$ cat src/rtl/fpadd_pkg.sv
package fpadd_pkg;
    localparam int EXP_W   = 8;
    localparam int FRAC_W  = 23;
    localparam int WORD_W  = 1 + EXP_W + FRAC_W;
    localparam int SIG_W   = FRAC_W + 1;
    localparam int GRS_W   = 3;
    localparam int WORK_W  = SIG_W + GRS_W;
    localparam int ACC_W   = WORK_W + 1;
    localparam int EXPS_W  = EXP_W + 2;
    localparam int SH_W    = $clog2(WORK_W + 1);
    localparam int EXP_TOP = (1 << EXP_W) - 2;

    typedef enum logic [2:0] {
        S_IDLE,
        S_ALIGN,
        S_ADD,
        S_NORM,
        S_ROUND,
        S_PACK,
        S_DONE
    } fpa_state_e;

    typedef struct packed {
        logic              sign;
        logic [EXP_W-1:0]  exp;
        logic [SIG_W-1:0]  sig;
    } fpa_unp_t;
endpackage

$ cat src/rtl/fpa_unpack.sv
module fpa_unpack
    import fpadd_pkg::*;
(
    input  logic [WORD_W-1:0] word_i,
    output fpa_unp_t          unp_o
);
    logic [EXP_W-1:0] exp_f;
    assign exp_f = word_i[WORD_W-2 -: EXP_W];

    always_comb begin
        unp_o.sign = word_i[WORD_W-1];
        unp_o.exp  = exp_f;
        unp_o.sig  = (exp_f != '0) ? {1'b1, word_i[FRAC_W-1:0]} : '0;
    end
endmodule

$ cat src/rtl/fpa_rshift_sticky.sv
module fpa_rshift_sticky #(
    parameter int W  = 27,
    parameter int SW = 5
) (
    input  logic [W-1:0]  in_i,
    input  logic [SW-1:0] sh_i,
    output logic [W-1:0]  out_o
);
    logic [W-1:0] moved;
    logic         lost;

    always_comb begin
        moved = in_i >> sh_i;
        lost  = 1'b0;
        for (int i = 0; i < W; i++) begin
            if (i < int'(sh_i)) lost = lost | in_i[i];
        end
        out_o = {moved[W-1:1], moved[0] | lost};
    end
endmodule

$ cat src/rtl/fpa_lzc.sv
module fpa_lzc #(
    parameter int W  = 27,
    parameter int CW = 5
) (
    input  logic [W-1:0]  vec_i,
    output logic [CW-1:0] cnt_o
);
    logic found;

    always_comb begin
        cnt_o = CW'(W);
        found = 1'b0;
        for (int i = W - 1; i >= 0; i--) begin
            if (!found && vec_i[i]) begin
                cnt_o = CW'(W - 1 - i);
                found = 1'b1;
            end
        end
    end
endmodule

$ cat src/rtl/fpadd_seq.sv
module fpadd_seq
    import fpadd_pkg::*;
(
    input  logic              clk,
    input  logic              rst_n,
    input  logic              start_i,
    input  logic [WORD_W-1:0] a_i,
    input  logic [WORD_W-1:0] b_i,
    input  logic              sub_i,
    output logic              busy_o,
    output logic              done_o,
    output logic [WORD_W-1:0] result_o,
    output logic              ovf_o,
    output logic              unf_o
);
    localparam logic signed [EXPS_W-1:0] ER_ONE = EXPS_W'(1);
    localparam logic signed [EXPS_W-1:0] ER_MAX = EXPS_W'(EXP_TOP);

    fpa_state_e state_q, state_d;

    // operand capture
    fpa_unp_t ua_w, ub_w, opa_q, opb_q;
    logic     sub_q;

    fpa_unpack u_unp_a (.word_i(a_i), .unp_o(ua_w));
    fpa_unpack u_unp_b (.word_i(b_i), .unp_o(ub_w));

    // swap and align
    logic               a_ge_b, sb_eff, big_sign, eff_sub_w;
    logic [EXP_W-1:0]   big_exp, sml_exp, ediff;
    logic [SIG_W-1:0]   big_sig, sml_sig;
    logic [SH_W-1:0]    sh_w;
    logic [WORK_W-1:0]  sml_shift_w;

    always_comb begin
        a_ge_b    = {opa_q.exp, opa_q.sig} >= {opb_q.exp, opb_q.sig};
        sb_eff    = opb_q.sign ^ sub_q;
        eff_sub_w = opa_q.sign ^ sb_eff;
        big_sign  = a_ge_b ? opa_q.sign : sb_eff;
        big_exp   = a_ge_b ? opa_q.exp  : opb_q.exp;
        big_sig   = a_ge_b ? opa_q.sig  : opb_q.sig;
        sml_exp   = a_ge_b ? opb_q.exp  : opa_q.exp;
        sml_sig   = a_ge_b ? opb_q.sig  : opa_q.sig;
        ediff     = big_exp - sml_exp;
        sh_w      = (ediff > EXP_W'(WORK_W)) ? SH_W'(WORK_W) : ediff[SH_W-1:0];
    end

    fpa_rshift_sticky #(.W(WORK_W), .SW(SH_W)) u_align (
        .in_i  ({sml_sig, {GRS_W{1'b0}}}),
        .sh_i  (sh_w),
        .out_o (sml_shift_w)
    );

    // working registers
    logic [WORK_W-1:0]        big_q, sml_q, norm_q;
    logic [ACC_W-1:0]         acc_q;
    logic [SIG_W-1:0]         mant_q;
    logic signed [EXPS_W-1:0] er_q;
    logic                     sign_q, esub_q, zero_q;

    // normalisation helpers
    logic [SH_W-1:0]   lz_w;
    logic [WORK_W-1:0] shl_w;

    fpa_lzc #(.W(WORK_W), .CW(SH_W)) u_lzc (
        .vec_i (acc_q[WORK_W-1:0]),
        .cnt_o (lz_w)
    );
    assign shl_w = acc_q[WORK_W-1:0] << lz_w;

    // rounding helpers
    logic [SIG_W-1:0] mant_w;
    logic             grd, rnd, stk, up_w;
    logic [SIG_W:0]   m_inc;

    always_comb begin
        mant_w = norm_q[WORK_W-1 -: SIG_W];
        grd    = norm_q[GRS_W-1];
        rnd    = norm_q[GRS_W-2];
        stk    = |norm_q[GRS_W-3:0];
        up_w   = grd & (rnd | stk | mant_w[0]);
        m_inc  = {1'b0, mant_w} + (SIG_W+1)'(up_w);
    end

    // state register
    always_ff @(posedge clk or negedge rst_n) begin
        if (!rst_n) state_q <= S_IDLE;
        else        state_q <= state_d;
    end

    always_comb begin
        state_d = state_q;
        unique case (state_q)
            S_IDLE:  if (start_i) state_d = S_ALIGN;
            S_ALIGN: state_d = S_ADD;
            S_ADD:   state_d = S_NORM;
            S_NORM:  state_d = S_ROUND;
            S_ROUND: state_d = S_PACK;
            S_PACK:  state_d = S_DONE;
            S_DONE:  state_d = S_IDLE;
            default: state_d = S_IDLE;
        endcase
    end

    // datapath steps
    always_ff @(posedge clk or negedge rst_n) begin
        if (!rst_n) begin
            opa_q  <= '0;
            opb_q  <= '0;
            sub_q  <= 1'b0;
            big_q  <= '0;
            sml_q  <= '0;
            acc_q  <= '0;
            norm_q <= '0;
            mant_q <= '0;
            er_q   <= '0;
            sign_q <= 1'b0;
            esub_q <= 1'b0;
            zero_q <= 1'b0;
        end else begin
            unique case (state_q)
                S_IDLE: begin
                    if (start_i) begin
                        opa_q <= ua_w;
                        opb_q <= ub_w;
                        sub_q <= sub_i;
                    end
                end
                S_ALIGN: begin
                    big_q  <= {big_sig, {GRS_W{1'b0}}};
                    sml_q  <= sml_shift_w;
                    sign_q <= big_sign;
                    esub_q <= eff_sub_w;
                    er_q   <= $signed({2'b00, big_exp});
                    zero_q <= 1'b0;
                end
                S_ADD: begin
                    acc_q <= esub_q ? ({1'b0, big_q} - {1'b0, sml_q})
                                    : ({1'b0, big_q} + {1'b0, sml_q});
                end
                S_NORM: begin
                    if (acc_q == '0) begin
                        zero_q <= 1'b1;
                        norm_q <= '0;
                    end else if (acc_q[ACC_W-1]) begin
                        norm_q <= {acc_q[ACC_W-1:2], acc_q[1] | acc_q[0]};
                        er_q   <= er_q + ER_ONE;
                    end else begin
                        norm_q <= shl_w;
                        er_q   <= er_q - $signed({{(EXPS_W-SH_W){1'b0}}, lz_w});
                    end
                end
                S_ROUND: begin
                    if (m_inc[SIG_W]) begin
                        mant_q <= m_inc[SIG_W:1];
                        er_q   <= er_q + ER_ONE;
                    end else begin
                        mant_q <= m_inc[SIG_W-1:0];
                    end
                end
                default: ;
            endcase
        end
    end

    // output registers
    always_ff @(posedge clk or negedge rst_n) begin
        if (!rst_n) begin
            result_o <= '0;
            ovf_o    <= 1'b0;
            unf_o    <= 1'b0;
        end else if (state_q == S_PACK) begin
            ovf_o <= 1'b0;
            unf_o <= 1'b0;
            if (zero_q) begin
                result_o <= '0;
            end else if (er_q > ER_MAX) begin
                ovf_o    <= 1'b1;
                result_o <= {sign_q, EXP_W'(EXP_TOP), {FRAC_W{1'b1}}};
            end else if (er_q < ER_ONE) begin
                unf_o    <= 1'b1;
                result_o <= '0;
            end else begin
                result_o <= {sign_q, er_q[EXP_W-1:0], mant_q[FRAC_W-1:0]};
            end
        end
    end

    always_comb begin
        busy_o = (state_q != S_IDLE);
        done_o = (state_q == S_DONE);
    end

    // after a nonzero normalisation the leading significand bit is set
    a_r4_norm_lead: assert property (@(posedge clk) disable iff (!rst_n)
        (state_q == S_ROUND && !zero_q) |-> norm_q[WORK_W-1]);

    // no negative zero is ever presented
    a_r7_pos_zero: assert property (@(posedge clk) disable iff (!rst_n)
        (done_o && result_o[WORD_W-2:0] == '0) |-> !result_o[WORD_W-1]);

    // overflow saturates to the largest finite magnitude
    a_r8_ovf_sat: assert property (@(posedge clk) disable iff (!rst_n)
        (done_o && ovf_o) |-> (result_o[WORD_W-2 -: EXP_W] == EXP_W'(EXP_TOP)
                               && (&result_o[FRAC_W-1:0]) && !unf_o));

    // underflow returns zero
    a_r9_unf_zero: assert property (@(posedge clk) disable iff (!rst_n)
        (done_o && unf_o) |-> (result_o == '0));

    // done is a single-cycle strobe and start leads to busy
    a_r10_done_pulse: assert property (@(posedge clk) disable iff (!rst_n)
        done_o |=> !done_o);
    a_r10_start_busy: assert property (@(posedge clk) disable iff (!rst_n)
        (!busy_o && start_i) |=> (busy_o && !done_o));

    // the captured operands do not move while busy
    a_r11_hold_ops: assert property (@(posedge clk) disable iff (!rst_n)
        (busy_o && $past(busy_o)) |-> ($stable(opa_q) && $stable(opb_q)));
endmodule

$ cat config.mk
export PLATFORM = sky130hd
export DESIGN_NAME = fpadd_seq
export DESIGN_NICKNAME = d
export VERILOG_FILES = /design/src/rtl/fpadd_pkg.sv /design/src/rtl/fpa_unpack.sv /design/src/rtl/fpa_rshift_sticky.sv /design/src/rtl/fpa_lzc.sv /design/src/rtl/fpadd_seq.sv
export SDC_FILE = /design/constraint.sdc
export NUM_CORES = 1
export LEC_CHECK = 0
export BUFFER_PORTS_ARGS = -buffer_cell sky130_fd_sc_hd__buf_2
export CELL_PAD_IN_SITES_DETAIL_PLACEMENT = 0
export CELL_PAD_IN_SITES_GLOBAL_PLACEMENT = 1
export CORE_UTILIZATION = 40
export CTS_BUF_LIST = sky130_fd_sc_hd__clkbuf_4 sky130_fd_sc_hd__clkbuf_8
export DETAILED_ROUTE_END_ITERATION = 8
export GPL_TIMING_DRIVEN = 0
export HOLD_SLACK_MARGIN = 0.15
export PLACE_DENSITY = 0.77
export SYNTH_ARGS = -nofsm -noshare
export SYNTH_HDL_FRONTEND = slang
export SYNTH_SLANG_ARGS = --single-unit
$ cat constraint.sdc
create_clock -name clk -period 5.2 [get_ports clk]
set_input_delay 0.52 -clock clk [delete_from_list [all_inputs] [get_ports clk]]
set_output_delay 0.52 -clock clk [all_outputs]
set_load 0.005 [all_outputs]
==> results.md, run 1 <==
* CTS tree: built
* ANT nets after route at 0
* Rows at 76
* Top Ports at 104
* GRT Util Overall at 0.282
* Die W at 212 microns
* Global-route wire length before repair at 97.7 mm
* Aggregate global routing overflow at 0
* CP Class: reg2reg
* Drt first pass iters at 5
* RSZ-0062 raised after global routing: true
* Hold Fails Final Rpt at 0
* Die Ht at 212 microns
* Main synth FF type: dfrtp_1
* Most common cell in the netlist: dfrtp_1
* Final core utilization at 0.512
* Fin crit period at 5.11 ns
* Run status: completed
* Die area at 44700 sq um
* Hold Slack at 0.245 ns
* Fmax at 0.196 GHz
* Synth async-reset ratio at 1.00
* Avg Inst Size Synth at 8.68 sq um
* Final nets at 2485
* Final Cycle Share at 0.983
* Synth warn at 0
* Drt first-iter violations at 1276
* Crit-path max FO at 8
* Antenna diodes at 0
* Dpl hpwl at 47.2 mm
* Root Driver: clkbuf_8
* GPL Wtd Cong at 0.963
* Critical Path Max Stage Delay at 0.41 ns
* Synth cell types at 99
* Initial antenna violation count at 0
* Number of synthesized flops with an enable pin at 0
* Reg clk slew, reported paths at 0.06 ns
* Vias in the first global route at 17100
* CP max-delay cell: a2111oi_4
* Register area at 6170 sq um
* Worst slew margin at 0.232
* Top post-synthesis cells by area: dfrtp_1 (35%), mux2i_1 (6.7%), ha_1 (6.5%)
* Worst-Margin Slew at 1.12 ns
* Clk Latency, worst-skew pair at 0.64 ns
* Core ar. at 43200 sq um
* Port Buffer Count at 103
* CTS Buffer Depth at 3
* Layout cells sized above 1 at 0.201
* Area of the multi-input gates at 11100 sq um
* Max cap viols at 0
* H-tree lvl count at 2
* # fillers at 4121
* DRT Wirelength at 62.8 mm
* Yosys top cell area share at 0.351
* Via count at 17200
* Arrival time worst endpoint at 5.60 ns
* Remaining DRCs at 0
* Fin. max-slew vios at 0
* Register area share after synthesis at 0.351
* Clock skew at 0.0303 ns
* Drt wl/cell at 21.4 microns
* Number of buffers created by CTS at 45
* Largest net degree at the start of global routing at 120
* Final setup fails at 0
* Syn Nets at 2185
* Initial Util at 0.407
* Synth Cell Area at 17600 sq um
* HP Class: in2reg
* Clock Sink Count at 246
* Worst path cell trace: inv_2, ha_4, and3_4, a221o_1, a31oi_1, o221a_2, o21ai_4, clkbuf_16, nor2_4, nor2_2, ha_4, a2111oi_4, a31oi_4, buf_12, xnor2_4, o31ai_4, or3_1, buf_6, buf_12, o41ai_4, nand3_2, o31ai_4, a31oi_1
* Number of synthesized register bits at 246
* Crit start category: flop
* Crit path capture type: flop
* Synthesis-to-finish area growth at 25.8%
* Worst R2R Setup Slack at 0.09 ns
* Synth Instances at 2024
* Largest area contributor in the netlist: dfrtp_1
* Post-synth top cells: dfrtp_1 (246), nand2_1 (240), nor2_1 (162), o21ai_0 (144), a21oi_1 (138)
* CP required at 5.69 ns
* Via density at 5.85
-- critical path, delay by kind of cell, from the launching register on --
family / cells / cell delay, ns
xor+xnor: 1 / 0.20
flops: 1 / 0.40
compound gates: 10 / 2.39
fa+ha+maj: 2 / 0.37
buf+inv: 5 / 0.75
simple gates: 5 / 0.86
-- routing by layer --
| layer | up-vias | part of all wire | GRT usage |
|---|---|---|---|
| li1 | 8032 | - | - |
| met1 | 8406 | 0.42 | 0.355 |
| met2 | 613 | 0.49 | 0.482 |
| met3 | 165 | 0.049 | 0.0383 |
| met4 | 0 | 0.040 | 0.123 |
| met5 | - | 0 | 0 |
-- final cells by class --
cell class              instances  share of cell area
multi-input cells            1534               0.502
flip-flops and latches        246               0.279
repair buffers                261              0.0905
clock buffers                  66              0.0377
well taps                     585              0.0331
plain buffers                 117              0.0287
inverters                     119              0.0203
clock inverters                13             0.00855
-- sequential cells by signal (all words and copies together) (netlist names), 3 cells and up --
register / count
sml_q: 27
acc_q: 28
mant_q: 23
er_q: 10
state_q: 3
opa_q: 33
big_q: 24
result_o: 32
norm_q: 27
opb_q: 33
-- cell usage in the layout (no fill, tap or decap), types with 11 or more instances in the layout --
master,count
dlygate4sd3_1,66
xnor2_1,26
o211ai_1,22
a22o_1,59
dfrtp_2,12
nand3_1,30
nor2_1,155
a31oi_1,23
inv_1,110
nand2_1,236
o21a_1,12
nor4_1,11
nor3_1,36
clkbuf_1,83
buf_2,110
a221o_1,33
nand2b_1,20
a211oi_1,23
nand4_1,12
xor2_1,22
and3_1,18
o21ai_0,139
mux2i_1,106
mux2_2,26
clkbuf_4,12
a21o_1,14
o22ai_1,14
a21oi_1,130
ha_1,81
o31ai_1,18
nor2b_1,11
buf_4,85
dfrtp_1,234
clkbuf_8,55
-- timing repair --
| action | CTS | global route |
|---|---|---|
| setup endpoints to repair | 47 | 36 |
| cloned | 1 | 0 |
| setup buffers | 62 | 29 |
| pin swaps | 44 | 37 |
| resized for setup | 118 | 56 |
| hold buffers | 66 | 0 |
| endpoints found under the hold margin | 163 | 0 |
-- stage by stage --
stage                     instance area [sq um]  setup slack [ns]  instances  setup TNS (ns)
after floorplan                           17700           -0.0989       2024          -0.320
after global placement                    18900             -1.61       2712         -193.49
after detailed placement                  19000             -1.58       2714          -37.22
after CTS                                 21700           -0.0818       2919          -0.260
after global routing                      22100           -0.0440       2941          -0.157
final                                     22100            0.0862       2941               0
-- logic make-up after synthesis --
family	synth area share
compound gates	0.256
xor+xnor	0.0268
fa+ha+maj	0.0671
buf+inv	0.0572
flops	0.351
mux	0.0877
simple gates	0.154
-- worst paths after layout --
path                                end      start  cells after the start
max reg2reg                    sml_q[0]  opb_q[29]                     23
min in group asynchronous  result_o[13]      rst_n                      2
min reg2reg                       unf_o      unf_o                      2
min                          state_q[0]    start_i                      3
max                            sml_q[0]  opb_q[29]                     23
max in group asynchronous      opa_q[4]      rst_n                      3
Power of run 1 is left out: the tool's default activity adds up to more than one toggle a clock period on the data nets, which glitch-free logic cannot reach.
==> inputs of run 2 (changes only) <==
==> constraint.sdc (replaced) <==
create_clock -name clk -period 5.2 [get_ports clk]
set_input_delay 1.04 -clock clk [delete_from_list [all_inputs] [get_ports clk]]
set_output_delay 1.04 -clock clk [all_outputs]
set_load 0.005 [all_outputs]
==> run 2 against run 1 <==
Critical path depth unchanged. Sequential cell count unchanged. Core utilization down 1.5 points. First-iteration DRC count up 6.9%. Cell area down 2.9%. Die area unchanged. Global-route usage down 0.37 points.
==> results.md, run 2 (same netlist as run 1, synthesis figures left out) <==
* Run status: completed
* Drt first pass iters at 6 (+1)
* Top Ports at 104 (unchanged)
* Die area at 44700 sq um (unchanged)
* Core ar. at 43200 sq um (unchanged)
* Worst R2R End: sml_q[0]
* Clock skew at 0.0381 ns (+0.00784 ns)
* Rows at 76 (unchanged)
* Hold_buf cts at 0 (-100%)
* Vias in the first global route at 16700 (-2.0%)
* CP max-delay cell: a2111oi_4
* Fin crit period at 5.10 ns (-0.0120 ns)
* Reg clk slew, reported paths at 0.06 ns (about the same)
* Placed cells at 2714 (unchanged)
* Crit-path max FO at 8 (unchanged)
* Worst-Margin Slew at 1.17 ns (+0.0510 ns)
* Layout Cells excl Fill at 2874 (-2.3%)
* Hold Fails Final Rpt at 0 (unchanged)
* GRT Util Overall at 0.278 (-0.00371)
* CTS tree: built
* Clk Latency, worst-skew pair at 0.64 ns (about the same)
* CP required at 5.68 ns (about the same)
* Met2 WL at 30.2 mm (-1.7%)
* Initial antenna violation count at 0 (unchanged)
* Root Driver: clkbuf_8
* Fin. max-slew vios at 0 (unchanged)
* Antenna diodes at 0 (unchanged)
* Initial Util at 0.407 (unchanged)
* Critical Path Max Stage Delay at 0.41 ns (about the same)
* Port Buffer Count at 103 (unchanged)
* Depth of the most critical reg-to-reg path at 23 (unchanged)
* Worst R2R Setup Slack at 0.1 ns (about the same)
* DRT Wirelength at 61.9 mm (-1.4%)
* Die W at 212 microns (unchanged)
* CTS Buffer Depth at 3 (unchanged)
* Via count at 16900 (-1.8%)
* HP Class: in2async
* Commonest non-fill, non-tap cell in the layout: nand2_1
* # fillers at 4210 (+2.2%)
* CP Class: reg2reg
* Layout cells sized above 1 at 0.207 (+0.00545)
* Largest net degree at the start of global routing at 120 (unchanged)
* Remaining DRCs at 0 (unchanged)
* H-tree lvl count at 2 (unchanged)
* Number of buffers created by CTS at 45 (unchanged)
* Met1 wire length at 26.2 mm (-1.2%)
* ANT nets after route at 0 (unchanged)
* Aggregate global routing overflow at 0 (unchanged)
* Final setup fails at 0 (unchanged)
* Delay-heaviest family, CP: compound AO/OA/AOI/OAI gates
* Die Ht at 212 microns (unchanged)
* Worst slew margin at 0.197 (-0.0349)
* Clock Sink Count at 246 (unchanged)
* Drt wl/cell at 21.6 microns (+0.91%)
* Worst path cell trace: inv_2, ha_4, and3_4, a221o_1, a31oi_1, o221a_2, o21ai_4, clkbuf_16, nor2_4, nor2_2, ha_4, a2111oi_4, a31oi_4, buf_12, xnor2_4, o31ai_4, or3_1, buf_6, buf_12, o41ai_4, nand3_2, o31ai_4, a31oi_1
* Dpl hpwl at 47.2 mm (unchanged)
* RSZ-0062 raised after global routing: true
* GPL Wtd Cong at 0.963 (unchanged)
* Final nets at 2418 (-2.7%)
* Final Cycle Share at 0.981 (-0.00231)
* Fmax at 0.196 GHz (+0.24%)
* Drt first-iter violations at 1364 (+6.9%)
* Via density at 5.88 (+0.51%)
* Global-route wire length before repair at 96.3 mm (-1.5%)
* Max cap viols at 0 (unchanged)
* Buffers and inverters on the worst path at 5 (unchanged)
* Largest registers: opa_q (33), opb_q (33), result_o (32)
* Crit path capture type: flop
* Uppermost layer routed: met4
* Commonest non-fill, non-tap cells in the layout: nand2_1 (237), dfrtp_1 (235), nor2_1 (155)
* Arrival time worst endpoint at 5.58 ns (-0.02 ns)
* Crit start category: flop
* Met3 wire len at 3.09 mm (-0.32%)
* Reg2Reg Launch Point: opb_q[29]
* Synthesis-to-finish area growth at 22.1%
## run 2: through the flow
stage | TNS, ns | util | cell area [sq um] | setup slack [ns] | hold slack [ns]
final | 0 | 0.497 | 21400 | 0.0982 | 0.252
after floorplan | -0.320 | - | 17700 | -0.0989 | 0.450
after global routing | -0.111 | 0.497 | 21400 | -0.0360 | 0.233
after global placement | -321.41 | 0.439 | 18900 | -1.61 | 0.455
after CTS | -0.260 | 0.488 | 21100 | -0.0818 | 0.218
after detailed placement | -37.22 | 0.440 | 19000 | -1.58 | 0.469
## run 2: worst max-delay path by stage
| stage | start | end | slack (ns) | cells past startpoint |
|---|---|---|---|---|
| after global routing | opb_q[30] | sml_q[7] | -0.04 | 23 |
| after global placement | opb_q[30] | sml_q[0] | -1.61 | 27 |
| after CTS | opb_q[30] | sml_q[0] | -0.08 | 27 |
| after detailed placement | opb_q[30] | sml_q[0] | -1.58 | 27 |
| final | opb_q[29] | sml_q[0] | 0.1 | 23 |
| after floorplan | opb_q[30] | sml_q[0] | -0.1 | 28 |
## run 2: cell type report
type                    count  area (sq um)  share of cell area
plain buffers             117           637              0.0297
inverters                 119           449              0.0209
well taps                 585           732              0.0341
repair buffers            194          1330              0.0620
clock buffers              66           833              0.0389
multi-input cells        1534         11100               0.518
flip-flops and latches    246          6170               0.288
clock inverters            13           189             0.00881
## run 2: per-layer routing
layer | up-vias | track usage
li1 | 7890 | -
met4 | 0 | 0.121
met2 | 566 | 0.472
met1 | 8296 | 0.353
met3 | 157 | 0.0369
met5 | - | 0
## run 2: what timing repair did
item / CTS / global route
buffers inserted: 62 / 28
setup endpoints to repair: 47 / 36
gates cloned: 1 / 0
gates resized for setup: 118 / 58
pin swaps: 44 / 37
Power of run 2 is left out for the same reason.
